==> src/rtl/strobe_pkg.sv <==
// Package: shared layout constants and helpers for the prescaler.
// Assumes a 16-bit register in which select fields start every 4 bits.
package strobe_pkg;

    localparam int REG_W         = 16;
    localparam int FIELD_PITCH   = 4;
    localparam int WIDE_BASE     = 0;
    localparam int NARROW_BASE   = 8;

    // Build the mask of writable register bits from the field layout.
    function automatic logic [REG_W-1:0] live_mask(
        input int wide_n,
        input int wide_cw,
        input int narrow_n,
        input int narrow_cw
    );
        logic [REG_W-1:0] m;
        m = '0;
        for (int i = 0; i < wide_n; i++) begin
            for (int b = 0; b < wide_cw; b++) begin
                m[WIDE_BASE + i*FIELD_PITCH + b] = 1'b1;
            end
        end
        for (int j = 0; j < narrow_n; j++) begin
            for (int b = 0; b < narrow_cw; b++) begin
                m[NARROW_BASE + j*FIELD_PITCH + b] = 1'b1;
            end
        end
        return m;
    endfunction

endpackage

==> src/rtl/strobe_cfg_reg.sv <==
// Module: control register for the strobe selects.
// Bits that are not set in LIVE_MASK are never stored and always read as zero.
// Assumes a synchronous active-low reset.
module strobe_cfg_reg #(
    parameter int          REG_W     = 16,
    parameter logic [15:0] LIVE_MASK = 16'h33FF
) (
    input  logic             clk,
    input  logic             rst_n,
    input  logic             wr_en_i,
    input  logic [REG_W-1:0] wr_data_i,
    output logic [REG_W-1:0] cfg_q
);

    localparam logic [REG_W-1:0] KEEP = REG_W'(LIVE_MASK);

    // Store the writable bits and clear the register on reset.
    always_ff @(posedge clk) begin
        if (!rst_n) begin
            cfg_q <= '0;
        end else if (wr_en_i) begin
            cfg_q <= wr_data_i & KEEP;
        end
    end

endmodule

==> src/rtl/strobe_phase_ctr.sv <==
// Module: shared free-running phase counter.
// It wraps modulo 2^CNT_W and holds its value while halted.
// Assumes a synchronous active-low reset.
module strobe_phase_ctr #(
    parameter int CNT_W = 15
) (
    input  logic             clk,
    input  logic             rst_n,
    input  logic             halt_i,
    output logic [CNT_W-1:0] cnt_q
);

    // Advance the counter by one on every unhalted cycle.
    always_ff @(posedge clk) begin
        if (!rst_n) begin
            cnt_q <= '0;
        end else if (!halt_i) begin
            cnt_q <= cnt_q + 1'b1;
        end
    end

endmodule

==> src/rtl/strobe_tap.sv <==
// Module: decodes one select code into a one-cycle enable strobe.
// The exponent is code*SCALE+OFFSET.
// The strobe fires when that many low counter bits are all ones.
// An exponent of 0 fires on every cycle.
// Assumes CNT_W is at least the largest exponent.
module strobe_tap #(
    parameter int CNT_W  = 15,
    parameter int CODE_W = 4,
    parameter int SCALE  = 1,
    parameter int OFFSET = 0
) (
    input  logic [CNT_W-1:0]  cnt_i,
    input  logic [CODE_W-1:0] code_i,
    input  logic              halt_i,
    output logic              tick_o
);

    localparam int EXP_W = $clog2(CNT_W + 1) + 1;

    logic [EXP_W-1:0] span;
    logic [CNT_W-1:0] low_mask;

    // Turn the select code into the number of counter bits to watch.
    always_comb begin
        span = EXP_W'(code_i) * EXP_W'(SCALE) + EXP_W'(OFFSET);
    end

    // Mark the watched counter bits.
    always_comb begin
        for (int b = 0; b < CNT_W; b++) begin
            low_mask[b] = (EXP_W'(b) < span);
        end
    end

    // Fire when every watched bit is one and the unit is not halted.
    always_comb begin
        tick_o = !halt_i && ((cnt_i & low_mask) == low_mask);
    end

endmodule

==> src/rtl/clk_strobe_gen.sv <==
// Module: top of the power-of-two count-enable prescaler.
// One shared counter feeds WIDE_N taps with wide codes and NARROW_N taps with
// narrow codes. The strobes are enables in the clk domain, not clocks.
// Assumes a synchronous active-low reset.
module clk_strobe_gen
    import strobe_pkg::*;
#(
    parameter int CNT_W       = 15,
    parameter int WIDE_N      = 2,
    parameter int NARROW_N    = 2,
    parameter int WIDE_CW     = 4,
    parameter int NARROW_CW   = 2,
    parameter int NARROW_STEP = 2,
    parameter int NARROW_OFS  = 8
) (
    input  logic                       clk,
    input  logic                       rst_n,
    input  logic                       halt_i,
    input  logic                       wr_en_i,
    input  logic [REG_W-1:0]           wr_data_i,
    output logic [REG_W-1:0]           rd_data_o,
    output logic [WIDE_N+NARROW_N-1:0] tick_o
);

    localparam logic [REG_W-1:0] LIVE = live_mask(WIDE_N, WIDE_CW, NARROW_N, NARROW_CW);

    logic [REG_W-1:0] cfg_q;
    logic [CNT_W-1:0] cnt_q;

    strobe_cfg_reg #(
        .REG_W     (REG_W),
        .LIVE_MASK (LIVE)
    ) u_cfg (
        .clk       (clk),
        .rst_n     (rst_n),
        .wr_en_i   (wr_en_i),
        .wr_data_i (wr_data_i),
        .cfg_q     (cfg_q)
    );

    strobe_phase_ctr #(
        .CNT_W  (CNT_W)
    ) u_ctr (
        .clk    (clk),
        .rst_n  (rst_n),
        .halt_i (halt_i),
        .cnt_q  (cnt_q)
    );

    // Read-back path: the register already holds zero in its reserved bits.
    always_comb begin
        rd_data_o = cfg_q;
    end

    for (genvar gi = 0; gi < WIDE_N; gi++) begin : g_wide
        localparam int LSB = WIDE_BASE + gi * FIELD_PITCH;
        strobe_tap #(
            .CNT_W  (CNT_W),
            .CODE_W (WIDE_CW),
            .SCALE  (1),
            .OFFSET (0)
        ) u_tap (
            .cnt_i  (cnt_q),
            .code_i (cfg_q[LSB +: WIDE_CW]),
            .halt_i (halt_i),
            .tick_o (tick_o[gi])
        );
    end

    for (genvar gj = 0; gj < NARROW_N; gj++) begin : g_narrow
        localparam int LSB = NARROW_BASE + gj * FIELD_PITCH;
        strobe_tap #(
            .CNT_W  (CNT_W),
            .CODE_W (NARROW_CW),
            .SCALE  (NARROW_STEP),
            .OFFSET (NARROW_OFS)
        ) u_tap (
            .cnt_i  (cnt_q),
            .code_i (cfg_q[LSB +: NARROW_CW]),
            .halt_i (halt_i),
            .tick_o (tick_o[WIDE_N + gj])
        );
    end

endmodule

==> config.mk <==
export PLATFORM = sky130hd
export DESIGN_NAME = clk_strobe_gen
export DESIGN_NICKNAME = d
export VERILOG_FILES = /design/src/rtl/strobe_pkg.sv /design/src/rtl/strobe_cfg_reg.sv /design/src/rtl/strobe_phase_ctr.sv /design/src/rtl/strobe_tap.sv /design/src/rtl/clk_strobe_gen.sv
export SDC_FILE = /design/constraint.sdc
export NUM_CORES = 1
export LEC_CHECK = 0
export BUFFER_PORTS_ARGS = -buffer_cell sky130_fd_sc_hd__buf_2
export CAP_MARGIN = 20
export CELL_PAD_IN_SITES_DETAIL_PLACEMENT = 0
export CELL_PAD_IN_SITES_GLOBAL_PLACEMENT = 1
export CORE_MARGIN = 2
export CORE_UTILIZATION = 35
export DETAILED_ROUTE_END_ITERATION = 6
export HOLD_SLACK_MARGIN = 0.02
export PLACE_DENSITY_LB_ADDON = 0.1
export SLEW_MARGIN = 30
export SYNTH_ARGS = -nofsm -noshare
export SYNTH_HDL_FRONTEND = slang
export SYNTH_SLANG_ARGS = --single-unit
==> constraint.sdc <==
create_clock -name clk -period 1.8 [get_ports clk]
set_input_delay 0.36 -clock clk [delete_from_list [all_inputs] [get_ports clk]]
set_output_delay 0.36 -clock clk [all_outputs]
set_load 0.03 [all_outputs]
==> impl_metrics.toml <==
[final_layout]
regArea_um2 = 564
final_common_cell = "buf_4"
nFillCells = 445
postLayoutCellArea_um2 = 2150
nets = 261
area_delta_synth_final_pct = 37.0
drive_gt1_share_pct = 43.5
n_antenna_cell = 0
multi_input_area_um2 = 985
layout_common_cells = "buf_4, buf_2, nor2b_1, dfxtp_1, mux2i_1"
final_core_util_pct = 49.7

[yosys]
netlist_area_um2 = 1570
synth_edf_count = 0
syn_avg_cell_area_um2 = 8.66
async_reset_ff_share_pct = 0
synth_cell_types = 43
synth.yosys.warnings = 0
netlist_instances = 181
synth.top_cell.area_share_pct = 34.5
ys_seq_elements = 27
yosys-top-cells-area = "dfxtp_1, mux2i_1, nor2b_1"
ys_seq_area_share_pct = 34.5
yosys.area.top_type = "dfxtp_1"
ys.flop_type = "dfxtp_1"

[route]
route.detailed.drc = 0
viasPerCell = 4.96
drtIter0Drc = 74
avgRoutedWirePerCell_um = 13.5
drtAntennaViolNets = 0
wl_mm = 3.94
drt_pass1_iterations = 4
num_vias = 1442

[timing]
rsz0062_at_grt = "true"
hold_slack_ps = 323
final-max-slew-violation-count = 0
max_freq_mhz = 452
layout_min_cycle_time_ps = 2210
skew_ps = 6.99
final.setup.worst_slack_ps = -411
min_period_over_period_pct = 123
setup-tns-final_ps = -1160
finalHoldViolCount = 0
setup_violations = 4

[floorplanning]
start_util_pct = 36.3
core_area_um2 = 4320
dieHeight_um = 70.9
ios = 40
die_area_um2 = 5030
rows = 24
die_w_um = 70.9

[power]
ir_worst_vdd_mv = 0.271
powerDensity_nw_per_um2 = 585
p_leak_nw = 0.958

[global_routing]
grt_pass1_wl_mm = 6.62
grt_max_degree = 28
antenna_found_initial = 0
grt_pass1_vias = 1420
track_usage_pct = 16.4
grt_overflow = 0

[placed_design]
dp_hpwl_mm = 2.92
io_buffers = 31
routabilityCongestion = 0.843
placed_cell_area_um2 = 1970
dp_slack_ps = -136

[clock_network]
cts_buffers = 3
cts.sinks = 27
root_buffer = "clkbuf_8"
cts_tree = "yes"
h-tree-depth = 1
clk_path_buf_depth = 2
clock_latency_ps = 290
path_clk_slew_ps = 100

[outcome]
outcome = "finished, violations left"
violations = "negative setup slack"

[worst_setup_path]
startpoint_type = "register"
worstReg2RegStart = "u_ctr.cnt_q[0]"
cp_data_required_time_ps = 1440
endpoint_kind = "output pin"
crit_type = "reg -> out"
crit_path_start = "u_ctr.cnt_q[12]"
crit_fanout = 3
worstPathArrival_ps = 1850

[flow_run]
max_cap_violations = 0

[worst_hold_path]
hold_path.class = "in -> reg"
hold_start = "wr_data_i[0]"
## synth_stat cells, drive strengths merged, types with 2 or more instances
library cell	number
nand2	12
xor2	3
nand3	2
a21oi	4
nor2b	14
nand2b	3
mux2i	13
nand4	3
buf	13
and2	12
dfxtp	27
a21boi	3
nand3b	2
nor3	5
a211o	2
or3	2
a31oi	2
a2111oi	2
nor2	10
xnor2	9
nand4b	2
a211oi	2
o21ai	9
clkbuf	4
inv	8
a221oi	3
## registers in the layout, indices dropped and copies added, names as in the netlist
register,cells
u_ctr.cnt_q,15
u_cfg.cfg_q,12
## through the flow
| stage | cells | power (mW) |
|---|---|---|
| finish | 291 | 1.26 |
| global route | 291 | 1.32 |
| CTS | 290 | 1.28 |
| detailed placement | 283 | 0.895 |
| global placement | 283 | 0.889 |
| floorplan | 184 | 0.830 |
## worst max-delay path, stage by stage, from the launching register on
cell	delay, ps
dfxtp_4	380
nand2_4	60
a2111oi_4	360
o221ai_2	150
a2111oi_2	390
buf_4	220
## where the power goes
group	internal (mW)	switching, mW
sequential	0.617	0.0287
combinational	0.102	0.138
clock	0.158	0.214
total	0.877	0.380
## path summary, 6_finish.rpt
path / cells after the start / endpoint / slack [ps]
setup / recovery: 5 / tick_o[0] / -410
hold / removal: 3 / u_cfg.cfg_q[0] / 320
setup reg to reg: 6 / u_ctr.cnt_q[10] / 250
hold reg to reg: 2 / u_ctr.cnt_q[6] / 540
## routing by layer
layer	part of all wire [%]	wire length, um	track usage (%)
met1	48	1900	21.6
met2	45	1760	27.2
met3	5.0	199	2.71
met4	2.0	78	5.87
met5	0	0	0
## cells by family (layout without fill, tap and decap cells)
| kind of cell | count (synthesis) | after routing | synth area share [%] |
|---|---|---|---|
| xor+xnor | 12 | 12 | 6.70 |
| other cells | 1 | 4 | 0.239 |
| mux | 13 | 13 | 8.30 |
| compound gates | 33 | 33 | 15.2 |
| buf+inv | 25 | 80 | 8.86 |
| flops | 27 | 27 | 34.5 |
| simple gates | 69 | 69 | 25.5 |
| fa+ha+maj | 1 | 1 | 0.798 |
## final cells by class
cell class / count / share of cell area (%)
Sequential cell: 27 / 26.3
Multi-Input combinational cell: 132 / 45.9
Tap cell: 52 / 3.03
Clock buffer: 3 / 1.92
Inverter: 8 / 1.40
Clock inverter: 1 / 0.350
Timing Repair Buffer: 68 / 21.2
## what timing repair did
item,4_1_cts,5_1_grt
gates resized for setup,18,10
pin swaps,8,9
hold buffers,0,0
setup endpoints to repair,4,4
setup buffers,3,3
(Power assumes the default switching activity.)
